**src/rtl/ppis_pkg.sv**
```systemverilog
package ppis_pkg;

  localparam int PRIO_W = 8;
  localparam int RUN_W  = PRIO_W + 1;
  localparam int ID_W   = 10;

  localparam logic [ID_W-1:0]  NO_IRQ    = 10'd1023;
  localparam logic [RUN_W-1:0] IDLE_PRIO = 9'h100;

  typedef struct packed {
    logic [RUN_W-1:0] prio;
    logic [ID_W-1:0]  id;
  } cand_t;

  localparam cand_t EMPTY_CAND = '{prio: IDLE_PRIO, id: NO_IRQ};

endpackage

```
**src/rtl/ppis_min_tree.sv**
```systemverilog
module ppis_min_tree
  import ppis_pkg::*;
#(
  parameter int NUM_IRQ = 64
) (
  input  logic [NUM_IRQ-1:0]        valid,
  input  logic [NUM_IRQ*PRIO_W-1:0] prio,
  output cand_t                     best
);

  localparam int LVL    = (NUM_IRQ > 1) ? $clog2(NUM_IRQ) : 1;
  localparam int LEAVES = 1 << LVL;
  localparam int NODES  = 2 * LEAVES;

  cand_t node [1:NODES-1];

  // Heap-indexed tree: leaves at LEAVES+i, parent k combines 2k and 2k+1.
  // On equal priority the left (lower index) child is kept.
  always_comb begin
    for (int i = 0; i < NUM_IRQ; i++) begin
      if (valid[i]) begin
        node[LEAVES+i].prio = {1'b0, prio[i*PRIO_W +: PRIO_W]};
        node[LEAVES+i].id   = ID_W'(i);
      end else begin
        node[LEAVES+i] = EMPTY_CAND;
      end
    end
    for (int i = NUM_IRQ; i < LEAVES; i++) begin
      node[LEAVES+i] = EMPTY_CAND;
    end
    for (int k = LEAVES - 1; k >= 1; k--) begin
      if (node[2*k+1].prio < node[2*k].prio) node[k] = node[2*k+1];
      else                                   node[k] = node[2*k];
    end
  end

  assign best = node[1];

  always_comb begin

    empty_match_chk: assert ((|valid) == (best.prio != IDLE_PRIO))
      else $error("tree: empty flag and result priority disagree");
    for (int i = 0; i < NUM_IRQ; i++) begin
      if (valid[i]) begin

        min_bound_chk: assert (best.prio <= {1'b0, prio[i*PRIO_W +: PRIO_W]})
          else $error("tree: result priority above a qualifying source");

        tie_low_chk: assert (best.prio != {1'b0, prio[i*PRIO_W +: PRIO_W]} ||
                             best.id <= ID_W'(i))
          else $error("tree: tie not resolved to the lowest index");
      end
    end
  end

endmodule

```
**src/rtl/ppis_cpu_gate.sv**
```systemverilog
module ppis_cpu_gate
  import ppis_pkg::*;
(
  input  logic              dist_en,
  input  logic              cpu_en,
  input  logic [PRIO_W-1:0] mask,
  input  logic [RUN_W-1:0]  run,
  input  cand_t             best,
  output logic              req,
  output logic [ID_W-1:0]   id
);

  logic on;
  logic unmasked;

  assign on       = dist_en & cpu_en;
  assign unmasked = best.prio < {1'b0, mask};

  always_comb begin
    req = 1'b0;
    id  = NO_IRQ;
    if (on && unmasked) begin
      id  = best.id;
      req = best.prio < run;
    end
  end

  always_comb begin

    req_has_id_chk: assert (!req || id != NO_IRQ)
      else $error("gate: request raised without an ID");

    req_below_run_chk: assert (!req || best.prio < run)
      else $error("gate: request with priority not below running priority");

    id_below_mask_chk: assert (id == NO_IRQ || (id == best.id && best.prio < {1'b0, mask}))
      else $error("gate: reported ID not the unmasked winner");

    off_quiet_chk: assert ((dist_en && cpu_en) || (!req && id == NO_IRQ))
      else $error("gate: disabled processor still active");
  end

endmodule

```
**src/rtl/ppis_top.sv**
```systemverilog
module ppis_top
  import ppis_pkg::*;
#(
  parameter int NUM_IRQ = 64,
  parameter int NUM_CPU = 2
) (
  input  logic                        dist_en,
  input  logic [NUM_CPU-1:0]          cpu_en,
  input  logic [NUM_CPU*NUM_IRQ-1:0]  src_enable,
  input  logic [NUM_CPU*NUM_IRQ-1:0]  src_pending,
  input  logic [NUM_IRQ*PRIO_W-1:0]   src_prio,
  input  logic [NUM_CPU*PRIO_W-1:0]   prio_mask,
  input  logic [NUM_CPU*RUN_W-1:0]    run_prio,
  output logic [NUM_CPU-1:0]          irq_req,
  output logic [NUM_CPU*ID_W-1:0]     pend_id
);

  genvar c;
  generate
    for (c = 0; c < NUM_CPU; c++) begin : g_cpu
      logic [NUM_IRQ-1:0] qual;
      cand_t              best;

      // a source takes part only with both bits set for this processor
      assign qual = src_enable[c*NUM_IRQ +: NUM_IRQ] & src_pending[c*NUM_IRQ +: NUM_IRQ];

      ppis_min_tree #(.NUM_IRQ(NUM_IRQ)) u_tree (
        .valid (qual),
        .prio  (src_prio),
        .best  (best)
      );

      ppis_cpu_gate u_gate (
        .dist_en (dist_en),
        .cpu_en  (cpu_en[c]),
        .mask    (prio_mask[c*PRIO_W +: PRIO_W]),
        .run     (run_prio[c*RUN_W +: RUN_W]),
        .best    (best),
        .req     (irq_req[c]),
        .id      (pend_id[c*ID_W +: ID_W])
      );

      always_comb begin

        no_qual_quiet_chk: assert ((|qual) || (!irq_req[c] && pend_id[c*ID_W +: ID_W] == NO_IRQ))
          else $error("top: output active with no qualifying source");
      end
    end
  endgenerate

endmodule

```
**config.mk**
```make
export PLATFORM = sky130hd
export DESIGN_NAME = ppis_top
export DESIGN_NICKNAME = d
export VERILOG_FILES = /design/src/rtl/ppis_pkg.sv /design/src/rtl/ppis_min_tree.sv /design/src/rtl/ppis_cpu_gate.sv /design/src/rtl/ppis_top.sv
export SDC_FILE = /design/constraint.sdc
export NUM_CORES = 2
export LEC_CHECK = 0
export CORE_MARGIN = 2
export CORE_UTILIZATION = 25
export DETAILED_ROUTE_END_ITERATION = 10
export GPL_TIMING_DRIVEN = 0
export PLACE_DENSITY_LB_ADDON = 0.12
export SYNTH_ARGS = -nofsm -noshare
export SYNTH_HDL_FRONTEND = slang
export SYNTH_HIERARCHICAL = 1
export SYNTH_SLANG_ARGS = --single-unit
export TNS_END_PERCENT = 50
```
**constraint.sdc**
```tcl
create_clock -name vclk -period 33.2
set_clock_uncertainty 0.1 [all_clocks]
set_input_delay 9.96 -clock vclk [all_inputs]
set_output_delay 9.96 -clock vclk [all_outputs]
set_load 0.005 [all_outputs]
```
After elaboration in Yosys (flattened, before gate mapping)

Cells that the tools add are included.

$lt $le $gt $ge: 130
Mux-type cells: 258
Reduce and logical (&&, ||, !) cells: 2
Bitwise gates (word level): 4

Operators by type and width:

| cell                        | number |
|---|---|
| 2-to-1 mux 19 bit           | 254 |
| < comparator 9 bit          | 128 |
| AND 64 bit                  | 2 |
| 2-to-1 mux 10 bit           | 2 |
| < comparator 9 x 8 -> 1 bit | 2 |
| AND 1 bit                   | 2 |
| logical AND 1 bit           | 2 |
| 2-to-1 mux 1 bit            | 2 |

Input bits: 805
Register bits after elaboration: 0
Word-level logic and storage cells: 394

Longest topological paths before layout

Depth after elaboration: 17
Depth in mapped cells: 74

Modules after synthesis

The synthesis kept the hierarchy.

By module, submodules not included:

| module                           | cells each | times used | sequential area each (um^2) | area each (um^2) |
|---|---|---|---|---|
| ppis_min_tree at g_cpu[1].u_tree | 3507       | 1          | 0.0                         | 22521.6 |
| ppis_min_tree at g_cpu[0].u_tree | 3427       | 1          | 0.0                         | 22068.7 |
| ppis_cpu_gate                    | 66         | 2          | 0.0                         | 498.0 |
| ppis_top                         | 128        | 1          | 0.0                         | 800.8 |

Least setup slack after synthesis

No wires, ideal clock.

Path kind: input port to output port
From: in src_enable[20]
To: out pend_id[0]
Path slack: 0.017 ns
Buffers on the path: 8
Stages on the path: 67
Arrival time: 23.123 ns
Cell sequence: and2_1 > clkbuf_1 > nand2_1 > ha_1 > a21oi_1 > nor2b_1 > a2111oi_1 > o21ai_0 > nand2_1 > clkbuf_1 > nand2_1 > o21ai_0 > inv_1 > ha_1 > a211oi_1 > o21bai_1 > a211oi_1 > o21ai_0 > [... 31 more ...] > a21o_1 > buf_6 > mux2i_1 > ha_1 > a21o_1 > a21o_1 > a21oi_1 > nor2_1 > a211oi_1 > o31ai_4 > buf_6 > mux2i_1 > ha_1 > a21o_1 > a2111oi_4 > o221ai_2 > buf_6 > or2_1

RTL lines:

| element            | RTL line       | RTL |
|---|---|---|
| start: declaration | ppis_top.sv:9  | `input logic [NUM_CPU*NUM_IRQ-1:0] src_enable,` |
| end: declaration   | ppis_top.sv:15 | `output logic [NUM_CPU*ID_W-1:0] pend_id` |

==> reports/metrics.yaml <==
synth:
  yosysSeqAreaShare_pct: 0
  syn_area_mm2: 0.0464
  synth_commonest_cells: "1299 x nand2_1, 958 x ha_1, 668 x inv_1"
  ys_warn_count: 6
  synthDistinctLibCells: 119
  synth.top_cell.area_share_pct: 25.8
  avgSynthCellArea_um2: 6.45
  synth_most_common_cell: "nand2_1"
  yosys-top-cells-area: "ha_1 26%, nand2_1 11%, o21ai_0 6.3%, mux2i_1 6.0%, inv_1 5.4%"
  netlist.top_cell.by_area: "ha_1"
  synth_nets: 8957
  synthCells: 7194
floorplanning:
  core-area_mm2: 0.185
  dieArea_mm2: 0.189
  rows: 158
  die_x_um: 435
  die_y_um: 435
  start_util_pct: 25.1
  pin_count: 827
worst_setup_path:
  crit_buf_inv: 13
  critical_path_class: "in -> out"
  cp_data_required_time_ns: 23.14
  critical-path-top-delay-family: "compound AO/OA/AOI/OAI gates"
  cp-start-kind: "primary input"
  endpoint_kind: "output port"
  slowest_delay_ns: 0.43
  critical-path-slowest-cell: "a2111oi_4"
  arrival_ns: 23.20
  timing.critical_path.mode_cell: "a21o_1"
  path_max_fanout: 10
timing:
  rsz0062_at_grt: "yes"
  fin_ws_ns: -0.0574
  tns_ns: -0.158
  finalCritPeriodShare_pct: 100
  slew-limit-headroom_pct: 13.2
  worst_pin_slew_ns: 1.28
  period_needed_ns: 33.26
  hold_violations: 0
  finalSetupViolCount: 8
  fmax_ghz: 0.0301
  slew_viol_final: 0
routing:
  dr.pass1.iters: 5
  wire_per_inst_um: 20.1
  drc: 0
  vias: 56300
  post_drt_via_cell_ratio: 5.13
  drt_iter0_markers: 2941
  wl_mm: 221
  route.antenna.remaining_nets: 0
cells_and_area:
  nClkBuffers: 0
  nets: 10300
  fillers: 19700
  design.seq.count: 0
  syn_to_final_growth_pct: 48.1
  register_area_um2: 0
  fin_util_pct: 37.2
  drive_gt1_share_pct: 21.8
  fin_area_mm2: 0.0687
placement:
  post-place-ws_ns: -5.04
  dpl_cell_area_mm2: 0.0578
  gp_congestion: 0.939
  portBuffers: 827
  dp_hpwl_mm: 190
global_route:
  grt_max_degree: 12
  met3_usage_pct: 1.01
  grt_use_total_pct: 21.9
  antenna_found_initial: 19
  grt_pass1_vias: 55200
  grt_overflow: 0
  grt_use_met1_pct: 27.0
  grt_use_met2_pct: 39.4
  top_usage_layer: "met2"
  grt_pass1_wl_mm: 328
clock_tree:
  cts_hold_buf: 0
min_path:
  hold_depth: 5
  hold_class: "in -> out"
  hp-start: "run_prio[0]"
  worst_hold_path.endpoint: "irq_req[0]"
flow_run:
  maxCapViolCount: 0
run_status:
  run_status: "finished with violations"
  violations: "setup timing"
through the flow:
stage | cells | hold slack (ns)
CTS | 10700 | 20.76
global route | 11000 | 20.77
detailed placement | 10500 | 21.23
floorplan | 7194 | 20.07
finish | 11000 | 20.72
global placement | 10500 | 21.24
how the worst max path moves through the flow:
stage                               from           to  slack [ns]  depth (start not counted)
after CTS                  src_enable[8]   pend_id[5]       -0.11                         73
after global routing      src_enable[84]  pend_id[17]       -0.62                         68
final                     src_enable[81]  pend_id[17]       -0.06                         66
after floorplan           src_enable[20]   pend_id[0]        0.02                         67
after detailed placement  src_enable[92]   irq_req[1]       -5.04                         69
after global placement    src_enable[92]   irq_req[1]       -5.05                         69
layout by cell type (no fill, tap or decap), types with 186 or more instances in the layout:
cell	instances
ha_1	894
nand3_1	271
a21o_1	208
inv_1	651
clkdlybuf4s50_1	801
and2_1	281
buf_4	498
nor2_1	363
o21ai_0	340
nand2_1	1265
a21oi_1	313
mux2i_1	186
final cells by class:
cell class / count / area (µm²) / share of cell area (%)
multi-input cells: 6221 / 48100 / 70.0
diodes: 14 / 35.0 / 0.0510
inverters: 668 / 2510 / 3.66
repair buffers: 1324 / 12200 / 17.8
plain buffers: 272 / 2700 / 3.93
well taps: 2480 / 3100 / 4.52
timing repair:
item / 4_1_cts / 5_1_grt
buffers inserted: 256 / 225
pin swaps: 153 / 266
setup endpoints to repair: 22 / 22
endpoints found under the hold margin: 0 / 0
gates resized for setup: 1287 / 888
gates cloned: 10 / 10
logic make-up (layout without fill, tap and decap cells):
group	after synthesis	in the layout	share of synthesized area, %
AO/OA/AOI/OAI	2029	2030	28.6
XOR/XNOR	4	4	0.0755
adder cells (fa/ha/maj)	966	966	26.0
buffers and inverters	977	2264	8.21
multiplexers	402	402	9.06
other	0	14	0
AND/OR/NAND/NOR	2816	2819	28.0
routing by layer:
layer,vias up,wire (µm)
met1,26500,95900
met5,-,13
li1,28400,-
met4,2,10600
met3,289,5750
met2,1156,109000
Power is left out: the tool's default activity adds up to more than one toggle a clock period on the data nets, which glitch-free logic cannot reach.
